$ cat src/rtl/corr_pkg.sv
package corr_pkg;
  typedef enum logic [1:0] {ST_IDLE, ST_READ, ST_WRITE} fix_state_e;

  // check bits that precede the data in location numbering
  function automatic int unsigned check_bits(logic [1:0] s);
    case (s)
      2'd0:    return 52;
      2'd1:    return 104;
      default: return 208;
    endcase
  endfunction

  // stored check bytes examined for the erased test
  function automatic int unsigned check_bytes(logic [1:0] s);
    case (s)
      2'd0:    return 7;
      2'd1:    return 14;
      default: return 26;
    endcase
  endfunction
endpackage

$ cat src/rtl/loc_map.sv
module loc_map import corr_pkg::*; #(
  parameter int LOC_W      = 13,
  parameter int DATA_BYTES = 512
) (
  input  logic [LOC_W-1:0]              loc_i,
  input  logic [1:0]                    strength_i,
  output logic                          valid_o,
  output logic [$clog2(DATA_BYTES)-1:0] byte_o,
  output logic [7:0]                    mask_o
);
  localparam int DATA_BITS = DATA_BYTES * 8;
  localparam int BIT_W     = $clog2(DATA_BITS);
  localparam logic [LOC_W:0]   DBITS_EXT = (LOC_W+1)'(DATA_BITS);
  localparam logic [BIT_W-1:0] LAST_BIT  = BIT_W'(DATA_BITS - 1);

  logic [LOC_W-1:0] cb;
  logic [LOC_W-1:0] adj;
  logic [BIT_W-1:0] rev;

  always_comb begin
    cb      = LOC_W'(check_bits(strength_i));
    adj     = loc_i - cb;
    valid_o = (loc_i >= cb) && ({1'b0, adj} < DBITS_EXT);
    rev     = LAST_BIT - adj[BIT_W-1:0];  // mirror: bit 0 of data is last
    byte_o  = rev[BIT_W-1:3];
    mask_o  = 8'd1 << adj[2:0];
  end
endmodule

$ cat src/rtl/erase_detect.sv
module erase_detect import corr_pkg::*; #(
  parameter int CODE_BYTES_MAX = 26
) (
  input  logic [CODE_BYTES_MAX*8-1:0] code_i,
  input  logic [1:0]                  strength_i,
  output logic                        erased_o
);
  logic [CODE_BYTES_MAX-1:0] byte_ok;

  for (genvar k = 0; k < CODE_BYTES_MAX; k++) begin : g_byte
    assign byte_ok[k] = (code_i[8*k +: 8] == 8'hFF) ||
                        (k >= int'(check_bytes(strength_i)));
  end

  assign erased_o = &byte_ok;
endmodule

$ cat src/rtl/fix_ctrl.sv
module fix_ctrl import corr_pkg::*; #(
  parameter int MAX_ERR    = 8,
  parameter int LOC_W      = 13,
  parameter int DATA_BYTES = 512
) (
  input  logic                            clk_i,
  input  logic                            rst_ni,
  input  logic                            start_i,
  input  logic [1:0]                      strength_i,
  input  logic [$clog2(MAX_ERR+1)-1:0]    cnt_i,
  input  logic [MAX_ERR*LOC_W-1:0]        locs_i,
  input  logic                            bypass_i,
  output logic [LOC_W-1:0]                cur_loc_o,
  output logic [1:0]                      strength_o,
  input  logic                            map_valid_i,
  input  logic [$clog2(DATA_BYTES)-1:0]   map_byte_i,
  input  logic [7:0]                      map_mask_i,
  output logic [$clog2(DATA_BYTES)-1:0]   ram_addr_o,
  output logic                            ram_re_o,
  output logic                            ram_we_o,
  output logic [7:0]                      ram_wdata_o,
  input  logic [7:0]                      ram_rdata_i,
  output logic                            busy_o,
  output logic                            done_o,
  output logic [$clog2(MAX_ERR+1)-1:0]    fixed_cnt_o
);
  localparam int CNT_W  = $clog2(MAX_ERR+1);
  localparam int IDX_W  = $clog2(MAX_ERR);
  localparam int ADDR_W = $clog2(DATA_BYTES);
  localparam logic [CNT_W-1:0] CNT_MAX = CNT_W'(MAX_ERR);

  fix_state_e        state_q;
  logic [IDX_W-1:0]  idx_q;
  logic [CNT_W-1:0]  cnt_q, fixed_q, eff_cnt;
  logic [1:0]        str_q;
  logic [ADDR_W-1:0] addr_q;
  logic [7:0]        mask_q;
  logic              done_q, last_loc;
  logic [LOC_W-1:0]  locs_q [MAX_ERR];

  assign eff_cnt  = (cnt_i > CNT_MAX) ? CNT_MAX : cnt_i;
  assign last_loc = (CNT_W'(idx_q) + CNT_W'(1)) == cnt_q;

  assign cur_loc_o   = locs_q[idx_q];
  assign strength_o  = str_q;
  assign ram_re_o    = (state_q == ST_READ) && map_valid_i;
  assign ram_we_o    = (state_q == ST_WRITE);
  assign ram_addr_o  = (state_q == ST_WRITE) ? addr_q : map_byte_i;
  assign ram_wdata_o = ram_rdata_i ^ mask_q;
  assign busy_o      = (state_q != ST_IDLE);
  assign done_o      = done_q;
  assign fixed_cnt_o = fixed_q;

  always_ff @(posedge clk_i or negedge rst_ni) begin
    if (!rst_ni) begin
      state_q <= ST_IDLE;
      idx_q   <= '0;
      cnt_q   <= '0;
      fixed_q <= '0;
      str_q   <= '0;
      addr_q  <= '0;
      mask_q  <= '0;
      done_q  <= 1'b0;
      for (int i = 0; i < MAX_ERR; i++) locs_q[i] <= '0;
    end else begin
      done_q <= 1'b0;
      unique case (state_q)
        ST_IDLE: if (start_i) begin
          fixed_q <= '0;
          if (eff_cnt == '0 || bypass_i) begin
            done_q <= 1'b1;
          end else begin
            cnt_q   <= eff_cnt;
            str_q   <= strength_i;
            idx_q   <= '0;
            for (int i = 0; i < MAX_ERR; i++) locs_q[i] <= locs_i[i*LOC_W +: LOC_W];
            state_q <= ST_READ;
          end
        end
        ST_READ: begin
          if (map_valid_i) begin
            addr_q  <= map_byte_i;
            mask_q  <= map_mask_i;
            state_q <= ST_WRITE;
          end else if (last_loc) begin
            done_q  <= 1'b1;
            state_q <= ST_IDLE;
          end else begin
            idx_q <= idx_q + 1'b1;
          end
        end
        ST_WRITE: begin
          fixed_q <= fixed_q + 1'b1;
          if (last_loc) begin
            done_q  <= 1'b1;
            state_q <= ST_IDLE;
          end else begin
            idx_q   <= idx_q + 1'b1;
            state_q <= ST_READ;
          end
        end
        default: state_q <= ST_IDLE;
      endcase
    end
  end

  assert_rmw_pair_R4: assert property (@(posedge clk_i) disable iff (!rst_ni)
    ram_we_o |-> ($past(ram_re_o) && ram_addr_o == $past(ram_addr_o)));
  assert_no_rw_overlap_R4: assert property (@(posedge clk_i) disable iff (!rst_ni)
    !(ram_re_o && ram_we_o));
  assert_done_pulse_R9: assert property (@(posedge clk_i) disable iff (!rst_ni)
    done_o |=> !done_o);
  assert_fixed_max_R8: assert property (@(posedge clk_i) disable iff (!rst_ni)
    fixed_cnt_o <= CNT_MAX);
  assert_zero_done_R6: assert property (@(posedge clk_i) disable iff (!rst_ni)
    (start_i && !busy_o && cnt_i == '0) |=> (done_o && !busy_o && !ram_re_o));
  assert_erased_skip_R7: assert property (@(posedge clk_i) disable iff (!rst_ni)
    (start_i && !busy_o && bypass_i) |=> (done_o && !busy_o && fixed_cnt_o == '0));
  assert_read_only_data_R3: assert property (@(posedge clk_i) disable iff (!rst_ni)
    ram_re_o |-> map_valid_i);
endmodule

$ cat src/rtl/sector_bit_corrector.sv
module sector_bit_corrector import corr_pkg::*; #(
  parameter int MAX_ERR        = 8,
  parameter int LOC_W          = 13,
  parameter int DATA_BYTES     = 512,
  parameter int CODE_BYTES_MAX = 26
) (
  input  logic                          clk_i,
  input  logic                          rst_ni,
  input  logic                          start_i,
  input  logic [1:0]                    strength_i,
  input  logic [$clog2(MAX_ERR+1)-1:0]  err_cnt_i,
  input  logic [MAX_ERR*LOC_W-1:0]      err_loc_i,
  input  logic [CODE_BYTES_MAX*8-1:0]   code_i,
  output logic [$clog2(DATA_BYTES)-1:0] ram_addr_o,
  output logic                          ram_re_o,
  output logic                          ram_we_o,
  output logic [7:0]                    ram_wdata_o,
  input  logic [7:0]                    ram_rdata_i,
  output logic                          busy_o,
  output logic                          done_o,
  output logic [$clog2(MAX_ERR+1)-1:0]  fixed_cnt_o
);
  localparam int ADDR_W = $clog2(DATA_BYTES);

  logic              erased;
  logic [LOC_W-1:0]  cur_loc;
  logic [1:0]        cur_str;
  logic              map_valid;
  logic [ADDR_W-1:0] map_byte;
  logic [7:0]        map_mask;

  erase_detect #(.CODE_BYTES_MAX(CODE_BYTES_MAX)) u_erase (
    .code_i     (code_i),
    .strength_i (strength_i),
    .erased_o   (erased)
  );

  loc_map #(.LOC_W(LOC_W), .DATA_BYTES(DATA_BYTES)) u_map (
    .loc_i      (cur_loc),
    .strength_i (cur_str),
    .valid_o    (map_valid),
    .byte_o     (map_byte),
    .mask_o     (map_mask)
  );

  fix_ctrl #(.MAX_ERR(MAX_ERR), .LOC_W(LOC_W), .DATA_BYTES(DATA_BYTES)) u_ctrl (
    .clk_i       (clk_i),
    .rst_ni      (rst_ni),
    .start_i     (start_i),
    .strength_i  (strength_i),
    .cnt_i       (err_cnt_i),
    .locs_i      (err_loc_i),
    .bypass_i    (erased),
    .cur_loc_o   (cur_loc),
    .strength_o  (cur_str),
    .map_valid_i (map_valid),
    .map_byte_i  (map_byte),
    .map_mask_i  (map_mask),
    .ram_addr_o  (ram_addr_o),
    .ram_re_o    (ram_re_o),
    .ram_we_o    (ram_we_o),
    .ram_wdata_o (ram_wdata_o),
    .ram_rdata_i (ram_rdata_i),
    .busy_o      (busy_o),
    .done_o      (done_o),
    .fixed_cnt_o (fixed_cnt_o)
  );
endmodule

$ cat config.mk
export PLATFORM = sky130hd
export DESIGN_NAME = sector_bit_corrector
export DESIGN_NICKNAME = d
export VERILOG_FILES = /design/src/rtl/corr_pkg.sv /design/src/rtl/loc_map.sv /design/src/rtl/erase_detect.sv /design/src/rtl/fix_ctrl.sv /design/src/rtl/sector_bit_corrector.sv
export SDC_FILE = /design/constraint.sdc
export NUM_CORES = 1
export LEC_CHECK = 0
export BUFFER_PORTS_ARGS = -buffer_cell sky130_fd_sc_hd__buf_2
export CORE_MARGIN = 8
export CORE_UTILIZATION = 47
export CTS_BUF_LIST = sky130_fd_sc_hd__clkbuf_16
export DETAILED_ROUTE_END_ITERATION = 8
export PLACE_DENSITY = 0.89
export SYNTH_ARGS = -nofsm -noshare
export SYNTH_HDL_FRONTEND = slang
export SYNTH_SLANG_ARGS = --single-unit
$ cat constraint.sdc
create_clock -name clk_i -period 6.3 [get_ports clk_i]
set_input_delay 1.26 -clock clk_i [delete_from_list [all_inputs] [get_ports clk_i]]
set_output_delay 1.26 -clock clk_i [all_outputs]
set_load 0.01 [all_outputs]
[Word level (Yosys, flattened, before mapping)]
Cells that the tools add are included.
Storage, ports and cells
  bits in registers: 137
  input bits: 329
Cells by class
  add/subtract/negate cells: 5
  $lt $le $gt $ge: 30
  eq/ne operators: 35
  shift-type cells: 1
  mux-type cells: 25
  bitwise gates (word level): 3
  reductions and logical operators: 42
Operators by type and width (count)
  $eq 8x8->1 const B: 26
  $ge 5x5->1 const A: 10
  $ge 4x5->1 const A: 8
  $bmux 13 s3: 1
  $logic_or 1x1->1: 27
  $mux 13: 2
  $reduce_and 26->1: 1
  $ge 3x5->1 const A: 4
  $pmux 8 s2: 1
  $ge 13x8->1: 1
  $lt 13x13->1 const B: 1
  $sub 13x8->13: 1
  $mux 3: 4
  $sub 12x12->12 const A: 1
  $ge 1x5->1 const A: 2
  $ge 2x5->1 const A: 2
  $pmux 5 s2: 1
  $mux 9: 1
  $pmux 3 s3: 1
  $mux 2: 4
  $mux 4: 2
  $pmux 4 s2: 1
  $shl 1x3->8 const A: 1
  $xor 8x8->8: 1
  other kinds (23): 37

[Depth between registers and ports, before layout]
  depth in word-level cells: 9
  gate-level depth with buffers: 17
  mapped depth without buffers: 13

[Cells and area by module]
Synthesis repeated with hierarchy kept, for this count alone.
Unflattened totals
  cells, all modules: 568
  area total of the unflattened synthesis: 7390.8 µm²
Modules (own cells, without submodules)
  fix_ctrl: times used 1, cells each 419, area an instance 6372.4 µm²
  loc_map: times used 1, cells each 71, area an instance 520.5 µm²
  erase_detect: times used 1, cells each 78, area an instance 498.0 µm²

[Worst setup path after synthesis]
OpenSTA, ideal clock, no wires.
  kind: register -> output
  start point: register u_ctrl.idx_q[0]
  end point: output port ram_re_o
  arrival: 3.743 ns
  required time: 5.040 ns
  setup slack: 1.297 ns
  cell stages (with the launch flop): 15
  cell sequence: dfrtp_1 > clkbuf_1 > buf_1 > mux4_2 > mux2i_1 > inv_1 > ha_1 > nor2b_1 > o31a_1 > o21ai_0 > a21oi_1 > o31a_1 > o21ai_4 > inv_2 > buf_6
On the way
  cells in the longest elaborated chain, start to end: 8
RTL lines
  from (decl): RTL line fix_ctrl.sv:33  | logic [IDX_W-1:0] idx_q;
  from (signal assigned): RTL line fix_ctrl.sv:89  | idx_q <= idx_q + 1'b1;
  from (signal assigned): RTL line fix_ctrl.sv:98  | idx_q <= idx_q + 1'b1;
  $not 3->4 (not written as such) (*): RTL line fix_ctrl.sv:44  | assign cur_loc_o = locs_q[idx_q];
  $bmux 13 s3 (*): RTL line fix_ctrl.sv:44
  $mux 13 (not written as such) (*) (2 in a row): RTL line fix_ctrl.sv:44
  $sub 13x8->13: RTL line loc_map.sv:22  | adj = loc_i - cb;
  $lt 13x13->1: RTL line loc_map.sv:23  | valid_o = (loc_i >= cb) && ({1'b0, adj} < DBITS_EXT);
  $logic_and 1x1->1 (*): RTL line loc_map.sv:23
  $logic_and 1x1->1 (*): RTL line fix_ctrl.sv:46  | assign ram_re_o = (state_q == ST_READ) && map_valid_i;
  to (decl): RTL line sector_bit_corrector.sv:15  | output logic ram_re_o,
Every way passes the cells marked *; elsewhere a longest branch is shown, timed or not. The select of a mux whose other input is x is not followed.

[Worst setup path after layout]
Same ends and word-level chain as after synthesis.

==> run_results.csv <==
group,metric,value,unit
setup_path,path_max_fanout,23,
sta,setup_violations,0,
sta,maxSlewViolCount,0,
synth,synth_cells,584,
sta,fmax,0.1696,GHz
setup_path,cp.required,5040,ps
synth,ys_seq_elements,137,
cts,clock_latency,430,ps
cts,htreeDepth,4,
synth,yosysMostFrequentCell,"dfrtp_1",
floorplanning,die_w,140.4,um
cts,clk_pin_slew_worst_paths,60,ps
cts,cts_sinks,137,
routing,drt_pass1_iterations,5,
synth,synth_fp_nets,929,
floorplanning,die_height,140.4,um
global_route,antenna_found_initial,1,
layout,area_growth,34.34,%
global_route,grt_first_pass_wirelength,42190,um
synth,ys_seq_area_share,47.12,%
synth,synth_area_leaders,"dfrtp_1, mux2_2, mux4_2",
global_route,grt_overflow,0,
routing,detail-route-antenna-nets,0,
floorplanning,die_area,19720,um2
layout,drive_gt1_share,57.61,%
routing,num_vias,6480,
floorplanning,core_area,15150,um2
global_route,use_met3,9.174,%
routing,viasPerCell,5.714,
setup_path,crit_end,"ram_re_o",
floorplanning,row_count,45,
layout,fillers,1124,
synth,syn_avg_cell_area,12.46,um2
placed_design,gp_congestion,0.9681,
power_and_ir_drop,p_leak,4.563,nW
power_and_ir_drop,p_total,0.005215,W
power_and_ir_drop,p_per_area,533.5,nW/um2
setup_path,rr_worst_depth,13,
synth,yosys-top-cells-count,"dfrtp_1, mux2_2, nand4_1",
global_route,grt_max_degree,78,
power_and_ir_drop,ir_drop,0.3698,mV
flow_run,drv_cap,0,
synth,synthArstFlopShare,100.0,%
sta,finalClockSkew,13.00,ps
layout,diodes,0,
layout,nets,1278,
sta,final.setup.tns,0,ps
global_route,grt_use_total,28.32,%
floorplanning,initial_core_util,48.04,%
sta,relSlewSlack,38.70,%
routing,route.detailed.drc,0,
setup_path,startpoint,"u_ctrl.idx_q[0]",
cts,cts-hold-fix-buffers,0,
status,outcome,"completed",
sta,worst_slew_pin_slew,919.5,ps
cts,cts_tree,"yes",
floorplanning,ios,354,
global_route,gr-usage-met2,45.94,%
sta,period_minus_slack,5897,ps
synth,synth_top_cell_area_share,47.12,%
sta,rsz0062_at_grt,"false",
setup_path,end_kind,"output port",
layout,fin_util,64.54,%
setup_path,rr_startpoint,"u_ctrl.idx_q[0]",
cts,post-cts-setup-buffer-count,0,
global_route,globalRoute.busiestLayer,"met2",
setup_path,worstPathArrival,4640,ps
cts,cts_resized,0,
placed_design,portBuffers,353,
global_route,grt_pass1_vias,6920,
synth,yosys_warnings,0,
setup_path,critPathKind,"register to output port",
sta,period_share,93.60,%
cts,clock_tree.buffer_depth,2,
synth,yosys.area.top_type,"dfrtp_1",
synth,synth_enable_flop_cells,0,
min_path,hp-class,"register to register",
cts,numCtsBuffers,17,
routing,drtIter0Drc,440,
routing,wl,27990,um
setup_path,critPathLaunchType,"register",
synth,syn_area,7276,um2
setup_path,regToRegSetupSlack,1480,ps
placed_design,dp.final_hpwl,22660,um
global_route,use_met1,36.69,%
routing,wl_per_cell,24.68,um
cts,clock-root-buffer,"clkbuf_16",
setup_path,r2r_end,"u_ctrl.idx_q[0]",
synth,ys.flop_type,"dfrtp_1",
synth,ys_types,52,
sta,hold_viol,0,
==> worst max-delay path, stage by stage, from the launching register on <==
cell     delay [ps]
dfrtp_1         820
mux4_2          600
mux2i_1         260
inv_1            80
ha_1            300
nor2b_1         150
o31a_1          260
o21ai_0         350
a21oi_1         150
o31a_1          300
o21ai_4         480
inv_2           240
buf_2           210
==> flip-flops by register name, indices dropped and copies added (netlist names), 2 cells and up <==
register	cells
u_ctrl.addr_q	9
u_ctrl.cnt_q	4
u_ctrl.fixed_cnt_o	4
u_ctrl.idx_q	3
u_ctrl.locs_q	104
u_ctrl.mask_q	8
u_ctrl.state_q	2
u_ctrl.strength_o	2
==> power breakdown <==
group | internal (W) | total, W | switching [W]
combinational | 0.00126 | 0.00260 | 0.00134
sequential | 0.00131 | 0.00164 | 0.000322
clock | 0.000557 | 0.000977 | 0.000420
==> cell usage in the layout, fill, tap and decap left out, drive strengths merged, types with 2 or more instances in the layout <==
cell / count
nor2: 15
nor4: 13
nor2b: 3
nand4: 57
nand2b: 3
nand2: 25
clkinv: 3
and2: 2
nand3: 18
buf: 358
xor2: 16
ha: 15
mux4: 24
o31ai: 3
mux2: 124
xnor2: 3
o21ai: 20
and3: 3
dfrtp: 137
o22ai: 3
mux2i: 11
clkbuf: 17
inv: 29
a22oi: 2
clkinvlp: 2
o31a: 2
o41ai: 3
nand3b: 6
a21oi: 12
==> metal layers <==
layer	vias up	part of all wire, %
met2	304	48
li1	2920	-
met1	3229	42
met5	-	0.032
met3	25	8.8
met4	2	0.88
==> worst min-delay path by stage <==
stage,startpoint,slack [ps],to,depth (start not counted)
after floorplan,u_ctrl.addr_q[5],450,u_ctrl.addr_q[5],2
after global placement,u_ctrl.addr_q[7],460,u_ctrl.addr_q[7],2
final,u_ctrl.addr_q[6],480,u_ctrl.addr_q[6],2
after global routing,u_ctrl.addr_q[6],500,u_ctrl.addr_q[6],2
after CTS,u_ctrl.addr_q[6],490,u_ctrl.addr_q[6],2
after detailed placement,u_ctrl.addr_q[6],470,u_ctrl.addr_q[6],2
==> metrics by stage <==
stage / instance area, um2 / worst slack, ps / std cells / hold slack (ps)
CTS: 9774 / 377.1 / 1134 / 486.9
floorplan: 7276 / 1297 / 584 / 450.2
finish: 9774 / 403.5 / 1134 / 482.6
detailed placement: 9196 / 941.2 / 1102 / 473.0
global route: 9774 / 138.7 / 1134 / 504.1
global placement: 9196 / 1082 / 1102 / 462.1
==> logic make-up (layout without fill, tap and decap cells) <==
group	Yosys count	after routing	synth area share, %
AOI/OAI and AO/OA	56	56	5.418
muxes	159	159	28.24
adders and majority gates	16	16	2.855
and+or+nand+nor	149	149	11.26
buffers and inverters	48	410	2.820
xor gates and xnor gates	19	19	2.287
DFF	137	137	47.12
==> area by class of cell <==
type / count / area, um2 / share of cell area, %
clock inverters: 15 / 152.6 / 1.562
well taps: 188 / 235.2 / 2.407
inverters: 20 / 75.07 / 0.7680
flip-flops and latches: 137 / 3428 / 35.07
clock buffers: 17 / 425.4 / 4.352
repair buffers: 358 / 1810 / 18.52
multi-input cells: 399 / 3647 / 37.31
(Power assumes the default switching activity.)
